**src/rtl/dcl_pkg.sv**
```systemverilog
package dcl_pkg;
    typedef enum logic [2:0] {
        ST_IDLE,
        ST_ISSUE,
        ST_AWAIT,
        ST_FLUSH,
        ST_LAUNCH,
        ST_RUN
    } dcl_state_e;

    // descriptor shape: number of words and slot of the link word
    localparam int DCL_WORDS     = 8;
    localparam int DCL_LINK_SLOT = 5;
endpackage

```
**src/rtl/dcl_word_store.sv**
```systemverilog
module dcl_word_store #(
    parameter int DW = 32,
    parameter int NW = 8,
    localparam int IW = $clog2(NW)
) (
    input  logic            clk,
    input  logic            rst_n,
    input  logic            wr_en,
    input  logic [IW-1:0]   wr_idx,
    input  logic [DW-1:0]   wr_data,
    output logic [NW*DW-1:0] image
);
    genvar g;
    generate
        for (g = 0; g < NW; g++) begin : g_word
            logic [DW-1:0] word_q;
            always_ff @(posedge clk) begin
                if (!rst_n)
                    word_q <= '0;
                else if (wr_en && (wr_idx == IW'(g)))
                    word_q <= wr_data;
            end
            assign image[g*DW +: DW] = word_q;
        end
    endgenerate
endmodule

```
**src/rtl/dcl_ptr_unit.sv**
```systemverilog
module dcl_ptr_unit #(
    parameter int AW = 32,
    parameter int DW = 32,
    parameter int NW = 8,
    localparam int IW  = $clog2(NW),
    localparam int BSH = $clog2(DW / 8)
) (
    input  logic          clk,
    input  logic          rst_n,
    input  logic          head_we,
    input  logic [AW-1:0] head_din,
    input  logic          in_idle,
    input  logic          take_head,
    input  logic          take_next,
    input  logic [AW-1:0] next_ptr,
    input  logic          commit_node,
    input  logic          word_clr,
    input  logic          word_inc,
    output logic [IW-1:0] word_idx,
    output logic          last_word,
    output logic [AW-1:0] fetch_addr,
    output logic [AW-1:0] node_addr
);
    logic [AW-1:0] base_q;
    logic [AW-1:0] node_q;
    logic [IW-1:0] idx_q;

    always_ff @(posedge clk) begin
        if (!rst_n) begin
            base_q <= '0;
            node_q <= '0;
            idx_q  <= '0;
        end else begin
            if (take_head)
                base_q <= node_q;
            else if (take_next)
                base_q <= next_ptr;

            if (head_we && in_idle)
                node_q <= head_din;
            else if (commit_node)
                node_q <= base_q;

            if (word_clr)
                idx_q <= '0;
            else if (word_inc)
                idx_q <= idx_q + 1'b1;
        end
    end

    assign word_idx   = idx_q;
    assign last_word  = (idx_q == IW'(NW - 1));
    assign fetch_addr = base_q + (AW'(idx_q) << BSH);
    assign node_addr  = node_q;
endmodule

```
**src/rtl/dcl_ctrl.sv**
```systemverilog
module dcl_ctrl
    import dcl_pkg::*;
(
    input  logic clk,
    input  logic rst_n,
    input  logic start,
    input  logic cancel,
    input  logic mem_rvalid,
    input  logic seq_done,
    input  logic node_nonzero,
    input  logic last_word,
    input  logic next_zero,
    output logic busy,
    output logic mem_req,
    output logic seq_load,
    output logic evt_loaded,
    output logic evt_cmd_done,
    output logic seq_abort,
    output logic in_idle,
    output logic take_head,
    output logic take_next,
    output logic commit_node,
    output logic word_clr,
    output logic word_inc,
    output logic cap_en
);
    dcl_state_e state_q, state_d;
    logic first_q;
    logic done_q;
    logic abort_q;

    // state register
    always_ff @(posedge clk) begin
        if (!rst_n)
            state_q <= ST_IDLE;
        else
            state_q <= state_d;
    end

    // next state
    always_comb begin
        state_d = state_q;
        unique case (state_q)
            ST_IDLE:   if (start && node_nonzero) state_d = ST_ISSUE;
            ST_ISSUE:  state_d = cancel ? ST_FLUSH : ST_AWAIT;
            ST_AWAIT: begin
                if (cancel)
                    state_d = mem_rvalid ? ST_IDLE : ST_FLUSH;
                else if (mem_rvalid)
                    state_d = last_word ? ST_LAUNCH : ST_ISSUE;
            end
            ST_FLUSH:  if (mem_rvalid) state_d = ST_IDLE;
            ST_LAUNCH: state_d = cancel ? ST_IDLE : ST_RUN;
            ST_RUN: begin
                if (cancel)
                    state_d = ST_IDLE;
                else if (seq_done)
                    state_d = next_zero ? ST_IDLE : ST_ISSUE;
            end
            default:   state_d = ST_IDLE;
        endcase
    end

    // outputs and datapath controls
    always_comb begin
        busy        = 1'b1;
        mem_req     = 1'b0;
        seq_load    = 1'b0;
        in_idle     = 1'b0;
        take_head   = 1'b0;
        take_next   = 1'b0;
        commit_node = 1'b0;
        word_inc    = 1'b0;
        cap_en      = 1'b0;
        unique case (state_q)
            ST_IDLE: begin
                busy      = 1'b0;
                in_idle   = 1'b1;
                take_head = start && node_nonzero;
            end
            ST_ISSUE:  mem_req = 1'b1;
            ST_AWAIT: begin
                cap_en      = mem_rvalid;
                word_inc    = mem_rvalid && !cancel && !last_word;
                commit_node = mem_rvalid && !cancel && last_word;
            end
            ST_FLUSH:  ;
            ST_LAUNCH: seq_load = 1'b1;
            ST_RUN:    take_next = seq_done && !cancel && !next_zero;
            default:   busy = 1'b0;
        endcase
        word_clr = take_head || take_next;
    end

    // event registers and run-first flag
    always_ff @(posedge clk) begin
        if (!rst_n) begin
            first_q <= 1'b0;
            done_q  <= 1'b0;
            abort_q <= 1'b0;
        end else begin
            if (take_head)
                first_q <= 1'b1;
            else if (state_q == ST_LAUNCH)
                first_q <= 1'b0;
            done_q  <= (state_q == ST_RUN) && seq_done && !cancel;
            abort_q <= cancel && (state_q != ST_IDLE) && (state_q != ST_FLUSH);
        end
    end

    assign evt_loaded   = (state_q == ST_LAUNCH) && first_q;
    assign evt_cmd_done = done_q;
    assign seq_abort    = abort_q;


    req_single_chk: assert property (@(posedge clk) disable iff (!rst_n)
        mem_req |=> !mem_req);

    fetch_first_chk: assert property (@(posedge clk) disable iff (!rst_n)
        $rose(busy) |-> mem_req);

    load_after_data_chk: assert property (@(posedge clk) disable iff (!rst_n)
        seq_load |-> $past(mem_rvalid));

    loaded_with_load_chk: assert property (@(posedge clk) disable iff (!rst_n)
        evt_loaded |-> seq_load);

    done_follows_seq_chk: assert property (@(posedge clk) disable iff (!rst_n)
        evt_cmd_done |-> $past(seq_done));

    abort_follows_cancel_chk: assert property (@(posedge clk) disable iff (!rst_n)
        seq_abort |-> $past(cancel));

    abort_no_done_chk: assert property (@(posedge clk) disable iff (!rst_n)
        seq_abort |-> !evt_cmd_done);
endmodule

```
**src/rtl/desc_chain_loader.sv**
```systemverilog
module desc_chain_loader
    import dcl_pkg::*;
#(
    parameter int AW = 32,
    parameter int DW = 32,
    localparam int NW = DCL_WORDS,
    localparam int IW = $clog2(NW)
) (
    input  logic             clk,
    input  logic             rst_n,
    input  logic             head_we,
    input  logic [AW-1:0]    head_din,
    output logic [AW-1:0]    node_addr,
    input  logic             start,
    input  logic             cancel,
    output logic             busy,
    output logic             mem_req,
    output logic [AW-1:0]    mem_addr,
    input  logic             mem_rvalid,
    input  logic [DW-1:0]    mem_rdata,
    output logic             seq_load,
    output logic [NW*DW-1:0] seq_image,
    output logic             seq_abort,
    input  logic             seq_done,
    output logic             evt_loaded,
    output logic             evt_cmd_done
);
    logic          in_idle, take_head, take_next, commit_node;
    logic          word_clr, word_inc, cap_en, last_word;
    logic [IW-1:0] word_idx;
    logic [AW-1:0] next_ptr;

    assign next_ptr = seq_image[DCL_LINK_SLOT*DW +: AW];

    dcl_ctrl u_ctrl (
        .clk          (clk),
        .rst_n        (rst_n),
        .start        (start),
        .cancel       (cancel),
        .mem_rvalid   (mem_rvalid),
        .seq_done     (seq_done),
        .node_nonzero (node_addr != '0),
        .last_word    (last_word),
        .next_zero    (next_ptr == '0),
        .busy         (busy),
        .mem_req      (mem_req),
        .seq_load     (seq_load),
        .evt_loaded   (evt_loaded),
        .evt_cmd_done (evt_cmd_done),
        .seq_abort    (seq_abort),
        .in_idle      (in_idle),
        .take_head    (take_head),
        .take_next    (take_next),
        .commit_node  (commit_node),
        .word_clr     (word_clr),
        .word_inc     (word_inc),
        .cap_en       (cap_en)
    );

    dcl_ptr_unit #(.AW(AW), .DW(DW), .NW(NW)) u_ptr (
        .clk         (clk),
        .rst_n       (rst_n),
        .head_we     (head_we),
        .head_din    (head_din),
        .in_idle     (in_idle),
        .take_head   (take_head),
        .take_next   (take_next),
        .next_ptr    (next_ptr),
        .commit_node (commit_node),
        .word_clr    (word_clr),
        .word_inc    (word_inc),
        .word_idx    (word_idx),
        .last_word   (last_word),
        .fetch_addr  (mem_addr),
        .node_addr   (node_addr)
    );

    dcl_word_store #(.DW(DW), .NW(NW)) u_store (
        .clk     (clk),
        .rst_n   (rst_n),
        .wr_en   (cap_en),
        .wr_idx  (word_idx),
        .wr_data (mem_rdata),
        .image   (seq_image)
    );
endmodule

```
**config.mk**
```make
export PLATFORM = sky130hd
export DESIGN_NAME = desc_chain_loader
export DESIGN_NICKNAME = d
export VERILOG_FILES = /design/src/rtl/dcl_pkg.sv /design/src/rtl/dcl_word_store.sv /design/src/rtl/dcl_ptr_unit.sv /design/src/rtl/dcl_ctrl.sv /design/src/rtl/desc_chain_loader.sv
export SDC_FILE = /design/constraint.sdc
export NUM_CORES = 1
export LEC_CHECK = 0
export ABC_AREA = 1
export BUFFER_PORTS_ARGS = -buffer_cell sky130_fd_sc_hd__buf_2
export CAP_MARGIN = 30
export CORE_ASPECT_RATIO = 0.7
export CORE_MARGIN = 8
export CORE_UTILIZATION = 47
export CTS_CLUSTER_DIAMETER = 150
export DETAILED_ROUTE_END_ITERATION = 10
export PLACE_DENSITY_LB_ADDON = 0.15
export SLEW_MARGIN = 40
export SYNTH_ARGS = -nofsm -noshare
export SYNTH_HDL_FRONTEND = slang
export SYNTH_SLANG_ARGS = --single-unit
export TNS_END_PERCENT = 5
```
**constraint.sdc**
```tcl
create_clock -name clk -period 2.4 [get_ports clk]
set_input_delay 0.48 -clock clk [delete_from_list [all_inputs] [get_ports clk]]
set_output_delay 0.48 -clock clk [all_outputs]
set_load 0.1 [all_outputs]
```
# == Word level (Yosys, flattened, before mapping) ==
# Index checks and enable logic that the tools add are counted.
# classes
n_addsub,2
multipliers,0
div_mod_pow,0
n_lt_le_gt_ge,0
n_eq_ne,17
shifts,0
muxes,27
n_bitwise,1
reduce_logical,35
# ops
operator,count
$mux W32,4
$add A32 B5 Y32,1
$logic_not A32 Y1,1
$reduce_bool A32 Y1,1
$mux W3,8
$logic_and A1 B1 Y1,20
$eq A3 B3 Y1 const B,6
$pmux W3 S6,1
$mux W1,13
$eq A3 B2 Y1 const B,4
$eq A3 B1 Y1 const B,2
$logic_not A3 Y1,2
$ne A3 B3 Y1 const B,2
$reduce_bool A2 Y1,3
$reduce_or A5 Y1,1
$reduce_and A4 Y1,1
$add A3 B1 Y3 const B,1
$logic_not A1 Y1,3
$ne A3 B2 Y1 const B,1
$reduce_bool A3 Y1,1
$mux W2,1
$ne A2 B1 Y1 const B,1
$ne A2 B2 Y1 const B,1
$reduce_or A2 Y1,1
other kinds (2),2
# word_totals
register_bits,329
latch_bits,0
mem_bits_rw,0
mem_bits_ro,0
out_inout_bits,326
memories,0

# == Longest topological paths before layout ==
# Gate-level depths: netlist of the first run.
# depth
word_depth,6
ltp_mapped,12
depth_no_buf,11

# == Hierarchy ==
# From an unflattened synthesis of the first run, not the netlist that was laid out.
# unflattened
cells_unflattened,2129
area_unflattened_um2,14493.9
# modules_own_cells
mod,n_inst,cells_each,area_per_inst_um2
dcl_word_store,1,1436,10024.6
dcl_ptr_unit,1,541,3712.3
dcl_ctrl,1,76,464.2
desc_chain_loader,1,76,292.8

# == Least setup slack after synthesis of the first run ==
# Ideal clock, no wire load.
# synth_timing
path_type,flip-flop to output port
start,reg u_ctrl.state_q[2]
end,out evt_loaded
arrival_time_ns,3.293
required_time_ns,1.920
slack_ns,-1.373
path_stages_with_launch,5
path_buffers,0
cell_sequence,dfxtp_1 > nand2_1 > nor2_1 > inv_1 > nor2_1
# synth_between
elab_chain_cells,2
# synth_lines
item,line,source
from (decl),dcl_ctrl.sv:27,"dcl_state_e state_q, state_d;"
from (signal assigned),dcl_ctrl.sv:37,state_q <= state_d;
$eq A3 B3 Y1,dcl_ctrl.sv:111,assign evt_loaded = (state_q == ST_LAUNCH) && first_q;
$logic_and A1 B1 Y1,dcl_ctrl.sv:111,
to (decl),desc_chain_loader.sv:25,"output logic evt_loaded,"
# Every way passes these cells.

# == Final worst setup path of the first run ==
# layout_timing
start,reg u_ptr.base_q[2]
end,out mem_addr[22]
# layout_between
elab_chain_cells,1
# layout_lines
item,line,source
from (decl),dcl_ptr_unit.sv:24,logic [AW-1:0] base_q;
from (signal assigned),dcl_ptr_unit.sv:35,base_q <= node_q;
from (signal assigned),dcl_ptr_unit.sv:37,base_q <= next_ptr;
$add A32 B5 Y32,dcl_ptr_unit.sv:53,assign fetch_addr = base_q + (AW'(idx_q) << BSH);
to (decl),desc_chain_loader.sv:18,"output logic [AW-1:0] mem_addr,"
# Every way passes these cells.

==> summary.md, run 1 <==
| Metric | Value |
|---|---|
| Pwr dens | `about 950 mW/mm2` |
| CTS tree | `yes` |
| Reg2reg start | `u_ptr.word_idx[1]$_SDFFE_PP0P_` |
| Element type at the critical path start | `register` |
| Final period util | `1.24` |
| Largest area contributor in the netlist | `dfxtp_1` |
| Slew margin rel. | `0.515` |
| WHS Path Cells | `3` |
| Largest net degree at the start of global routing | `around 160` |
| Iter 0 DRT Violations | `~1300` |
| Post-synthesis net count | `1909` |
| Die Span X | `about 220 um` |
| Post-route ant nets | `0` |
| Failing checks | `negative setup slack` |
| Die ar. | `around 0.035 mm2` |
| P&R area growth vs syn | `31.8%` |
| Root buf cell | `clkbuf_16` |
| Initial antenna violation count | `4` |
| Initial DRT Pass Iterations | `5` |
| Tightest Hold Check Type | `in -> reg` |
| Number of max-cap violations | `0` |
| Fin util | `0.625` |
| Largest family of logic cells by synthesized area | `simple AND/OR/NAND/NOR gates` |
| Layout Skew | `~0.014 ns` |
| Vias per std cell | `~5.4` |
| Post-Synth Adder-Cell Area | `0.00977` |
| IR drop worst, VDD | `around 0.53 mV` |
| Most frequent cells in the layout | `nor2_1, buf_2, dfxtp_1, nand2_1, o21ai_0` |
| Routed wire length per instance | `~20 um` |
| R2R depth | `9` |
| Worst EP required | `around 1.9 ns` |
| Yosys cell types | `36` |
| Final estimated routing congestion in global placement | `roughly 0.94` |
| Grt ovf | `0` |
| Final Non-Filler Cells | `between 2000 and 3000` |
| Cell Rows | `between 50 and 60` |
| Vias in the first global route | `between 10000 and 15000` |
| Pre-CTS setup slack | `-0.194 ns` |
| Placed Cells | `2541` |
| Post-synthesis xor/xnor area fraction | `0.0181` |
| Design area | `about 0.018 mm2` |
| Share of layout cells above drive strength 1 | `0.272` |
| CP arrival | `about 2.5 ns` |
| R2r setup slk | `between 0.15 and 0.2 ns` |
| Count of input and output buffers | `around 400` |
| Syn Area/Cell | `roughly 7.4 um2` |
| Core Box Area | `between 0.02 and 0.03 mm2` |
| Critical Path End Type | `output port` |
| Total power draw | `between 15 and 20 mW` |
| Post-route setup TNS | `-10.71 ns` |
| Leak pwr | `between 7 and 8 nW` |
| First-pass GRT wire length | `roughly 77000 um` |
| Number of remaining DRC errors | `0` |
| WL final | `approximately 52000 um` |
| Post-layout net count | `roughly 2300` |
| CTS max path bufs | `3` |
| Synth Area in Compound Gates | `0.138` |
| Gate count after technology mapping | `approximately 1800` |
| TritonCTS Buffers | `34` |
| Post-Syn Area | `approximately 0.014 mm2` |
| #FFs+latches synth | `~330` |
| Hold Slack | `0.225 ns` |
| Vias | `approximately 14000` |
| Worst-path fanout max | `3` |
| Hold_sp | `seq_done` |
| Yosys top cell area share | `0.485` |
| Peak Freq | `roughly 340 MHz` |
| Ys Warns | `0` |
| Clk sink count | `329` |
| Setup Viol. Count Final | `28` |
| H-Tree Depth | `2` |
| I/O pin count | `397` |
| Status | `complete, but fails checks` |
| Die height | `158 um` |
| Slew @ Worst Pin | `between 0.7 and 0.8 ns` |
| Post-route minimum period | `2.97 ns` |
| EDFF count, synth | `0` |
| Max Slew Vio Count | `0` |
| Synth Area in Simple Gates | `0.265` |
| Mux cell area share after synthesis | `0` |
| Starting Density | `0.474` |
| Final hold violations | `0` |
| RSZ-0062 raised after global routing | `true` |
| WHS Endpoint | `u_ctrl.evt_cmd_done$_SDFF_PN0_` |
| Total Routing Usage GR | `0.285` |
| Post-synthesis sequential area ratio | `0.485` |
| Ys flop type | `dfxtp_1` |
| R2r endpoint | `u_ptr.node_addr[15]$_SDFFE_PN0P_` |
| Worst skew pair latency | `0.53 ns` |
| HPWL Detailed | `37400 um` |
| Synth top area cells | `dfxtp_1, nor2_1, nand2_1, o21ai_0, nand3_1` |
| Post-synth ARST share | `0` |
| Setup ws final | `-0.565 ns` |
| Worst Setup Path Type | `reg -> out` |
| Area after DPL | `0.0165 mm2` |
| Clock-pin transition on the worst setup and hold timing paths | `about 0.060 ns` |
| Commonest non-fill, non-tap cell in the layout | `nor2_1` |
-- sequential cells by signal, indices dropped and copies added (netlist names) --
signal	cells
u_ptr.word_idx	3
u_ctrl.evt_cmd_done	1
u_store.g_word.word_q	256
u_ctrl.seq_abort	1
u_ptr.base_q	32
u_ctrl.state_q	3
u_ctrl.first_q	1
u_ptr.node_addr	32
-- report_power, final --
| group | switching [mW] | internal [mW] |
|---|---|---|
| logic | 4.04 | 1.39 |
| registers | 0.407 | 5.81 |
| clock network | 2.22 | 3.18 |
| total | 6.67 | 10.4 |
-- cell usage after synthesis (20+ instances only) --
cell / n
a31oi_1: 33
buf_2: 23
o21ai_1: 32
a21oi_1: 104
dfxtp_1: 329
nand3_1: 143
buf_6: 20
inv_1: 97
clkbuf_1: 59
nor2_1: 380
o21ai_0: 195
nand2_1: 297
-- what timing repair did --
item                                    in CTS  in global routing
buffers inserted                             2                  2
pin swaps                                   10                  8
endpoints found under the setup margin      30                 60
hold buffers                                 0                  0
gates resized for setup                     39                 19
-- metal layers --
metal / wire length [um] / vias to the layer above / global-route usage
li1: - / 6671 / -
met1: 22000 / 6627 / 0.379
met2: 23200 / 636 / 0.449
met3: 4950 / 94 / 0.0720
met4: 1360 / 0 / 0.0916
met5: 0 / - / 0
-- final cells by class --
type | count | area (um2)
diodes | 4 | 10.0
clock buffers | 49 | 1020
clock inverters | 9 | 120
fillers | 2616 | 10700
inverters | 107 | 409
multi-input cells | 1265 | 6240
flip-flops and latches | 329 | 6610
well taps | 378 | 473
repair buffers | 466 | 3020
-- logic make-up (layout without fill, tap and decap cells) --
| group | after synthesis | count (layout) |
|---|---|---|
| compound gates | 366 | 366 |
| xor+xnor | 28 | 28 |
| fa+ha+maj | 10 | 10 |
| buf+inv | 234 | 631 |
| flops | 329 | 329 |
| other cells | 0 | 4 |
| simple gates | 861 | 861 |
-- worst max-delay path by stage --
stage / startpoint / slack, ns / end
4_1_cts: u_ptr.word_idx[0]$_SDFFE_PP0P_ / -0.63 / mem_addr[24]
3_5_place_dp: u_ptr.base_q[2]$_SDFFE_PN0P_ / -0.19 / mem_addr[24]
2_1_floorplan: u_ptr.word_idx[2]$_SDFFE_PP0P_ / -0.77 / mem_addr[9]
6_report: u_ptr.base_q[2]$_SDFFE_PN0P_ / -0.57 / mem_addr[22]
5_1_grt: u_ptr.base_q[2]$_SDFFE_PN0P_ / -0.68 / mem_addr[24]
3_3_place_gp: u_ptr.base_q[2]$_SDFFE_PN0P_ / -0.13 / mem_addr[30]
-- critical path, stage by stage (launching register included) --
cell	delay (ns)
dfxtp_4	0.36
ha_4	0.16
fa_2	0.36
a21oi_2	0.17
nor2_2	0.06
nand2_2	0.10
nor2_4	0.05
nand2_1	0.14
nor2_2	0.07
buf_4	0.14
xor2_2	0.16
buf_12	0.20
Note: power is estimated with default switching activity, not from simulation.
==> run 2, diff against run 1 <==
--- a/config.mk
+++ b/config.mk
@@ -13,6 +13,7 @@
 export CORE_UTILIZATION = 47
 export CTS_CLUSTER_DIAMETER = 150
 export DETAILED_ROUTE_END_ITERATION = 10
+export MAX_ROUTING_LAYER = met4
 export PLACE_DENSITY_LB_ADDON = 0.15
 export SLEW_MARGIN = 40
 export SYNTH_ARGS = -nofsm -noshare
==> run 2 against run 1 <==
- the run still ends with negative setup slack left
- via count down 0.80%
- utilization down 0.17 points
- wire length about the same
- largest cell class unchanged
- combinational power about the same
- flip-flop and latch count unchanged
- worst hold slack worse by 0.062 ns
- worst setup slack worse by 0.035 ns
- clock skew up 0.011 ns
- critical endpoint is now mem_addr[26]
- maximum frequency down 1.2%
- clock-buffer cell count down 1
==> summary.md, run 2 (same netlist as run 1, synthesis figures left out) <==
| Metric | Value |
|---|---|
| Share of layout cells above drive strength 1 | `0.276` |
| Combinational share of power | `0.326` |
| Slew margin rel. | `0.606` |
| Post-route ant nets | `0` |
| I/O pin count | `397` |
| Most used cell, CP | `nor2_2` |
| Total Routing Usage GR | `0.292` |
| Count of input and output buffers | `approximately 400` |
| Grt ovf | `0` |
| CTS tree | `yes` |
| Crit path cell chain | `ha_4, fa_2, a21oi_2, nor2_2, nand2_2, nor2_4, nand4_1, nor2_2, xor2_2, buf_12` |
| Root buf cell | `clkbuf_16` |
| Post-route minimum period | `3.00 ns` |
| Worst-path fanout max | `3` |
| Final Non-Filler Cells | `~2600` |
| H-Tree Depth | `1` |
| Layout Skew | `about 0.025 ns` |
| Placed Cells | `approximately 2500` |
| Internal power | `10.1 mW` |
| Failing checks | `negative setup slack` |
| Pwr dens | `around 940 mW/mm2` |
| Vias | `~14000` |
| Worst skew pair latency | `0.58 ns` |
| R2R depth | `7` |
| Setup ws final | `-0.601 ns` |
| Initial DRT Pass Iterations | `7` |
| Starting Density | `0.474` |
| Critical Path End Type | `output port` |
| Vias in the first global route | `12944` |
| WHS Path Cells | `3` |
| Number of max-cap violations | `0` |
| Iter 0 DRT Violations | `roughly 1300` |
| Reg with most FFs | `u_store.g_word.word_q` |
| Post-layout net count | `2281` |
| Final period util | `1.25` |
| Max Slew Vio Count | `0` |
| Slew @ Worst Pin | `just under 0.6 ns` |
| TritonCTS Buffers | `31` |
| Element type at the critical path start | `register` |
| Leak pwr | `7.86 nW` |
| Core Box Area | `0.0286 mm2` |
| P&R area growth vs syn | `31.5%` |
| Number of flip-flops under the largest register name | `approximately 260` |
| Clock-pin transition on the worst setup and hold timing paths | `around 0.07 ns` |
| CP max-delay cell | `dfxtp_2` |
| CTS Hold Buffers Added | `0` |
| Die height | `158 um` |
| Peak Freq | `333 MHz` |
| Vias per std cell | `5.35` |
| Initial antenna violation count | `2` |
| WL final | `51600 um` |
| Number of remaining DRC errors | `0` |
| IR drop worst, VDD | `~0.53 mV` |
| Design area | `around 0.018 mm2` |
| Setup Viol. Count Final | `28` |
| CP arrival | `around 2.5 ns` |
| Final hold violations | `0` |
| Largest net degree at the start of global routing | `around 160` |
| Fillers | `2597` |
| Crit path largest cell delay | `~0.35 ns` |
| Routed wire length per instance | `approximately 20 um` |
| Status | `complete, but fails checks` |
| Tightest Hold Check Type | `in -> reg` |
| Commonest non-fill, non-tap cell in the layout | `nor2_1` |
| Die ar. | `around 0.035 mm2` |
| Clock Power Share | `0.301` |
| Die Span X | `around 220 um` |
| Seq pwr share | `0.374` |
| Worst EP required | `between 1.5 and 2 ns` |
| HPWL Detailed | `roughly 37000 um` |
| RSZ-0062 raised after global routing | `true` |
| Area after DPL | `between 0.015 and 0.02 mm2` |
| Cell Rows | `between 50 and 60` |
| CTS max path bufs | `3` |
| Most frequent cells in the layout | `nor2_1, buf_2, dfxtp_1, nand2_1, o21ai_0` |
| Final estimated routing congestion in global placement | `just over 0.9` |
| Clk sink count | `329` |
| Worst Setup Path Type | `reg -> out` |
| First-pass GRT wire length | `77200 um` |
| Switching share of power | `0.395` |
| Switch Pwr | `approximately 6.6 mW` |
[run 2: per-layer routing]
metal	vias up	routed length (um)	track usage
met4	0	1640	0.0922
met5	-	0	-
met1	6557	22300	0.385
met3	99	4680	0.0685
li1	6660	-	-
met2	600	23000	0.440
[run 2: final timing paths]
path,start,to,slack [ns]
setup / recovery,u_ptr.word_idx[0]$_SDFFE_PP0P_,mem_addr[26],-0.60
hold / removal,head_din[22],u_ptr.node_addr[22]$_SDFFE_PN0P_,0.16
setup reg to reg,u_ctrl.state_q[0]$_SDFFE_PN0P_,u_store.g_word[6].word_q[25]$_SDFFE_PN0P_,0.22
hold reg to reg,u_store.g_word[7].word_q[11]$_SDFFE_PN0P_,u_store.g_word[7].word_q[11]$_SDFFE_PN0P_,0.46
[run 2: cell type report]
class | instances | area [um2] | share of cell area
sequential | 329 | 6620 | 0.371
antenna | 2 | 5.00 | 0.000280
clock buffer | 48 | 940 | 0.0526
clock inverter | 8 | 93.8 | 0.00526
inverter | 107 | 412 | 0.0231
multi-input combinational | 1265 | 6280 | 0.352
tap | 378 | 473 | 0.0265
timing repair buffer | 466 | 3030 | 0.170
[run 2: worst max-delay path, delay by kind of cell (launching register included)]
family | cells | cell delay, ns
xor+xnor | 1 | 0.19
compound gates | 1 | 0.07
simple gates | 5 | 0.79
fa+ha+maj | 2 | 0.35
flops | 1 | 0.35
buf+inv | 1 | 0.19
[run 2: power groups by stage]
stage                     clock network, mW  logic, mW  registers [mW]
after detailed placement                  0       5.31            6.31
after global placement                    0       5.28            6.30
after global routing                   5.30       5.71            6.29
final                                  5.03       5.45            6.25
after floorplan                           0       2.79            7.26
after CTS                              5.08       5.39            6.23
[run 2: through the flow]
stage	worst slack (ns)	power [mW]	utilization	TNS, ns	hold WS [ns]
after floorplan	-0.769	10.1	-	-15.85	0.443
after global placement	-0.123	11.6	0.575	-0.753	0.445
after detailed placement	-0.200	11.6	0.575	-1.51	0.452
after CTS	-0.714	16.7	0.619	-11.64	0.152
after global routing	-0.690	17.3	0.624	-13.21	0.167
final	-0.601	16.7	0.624	-10.97	0.163
[run 2: timing repair]
action,in CTS,in global routing
setup endpoints to repair,30,63
resized for setup,58,19
pin swaps,6,10
setup buffers,2,2
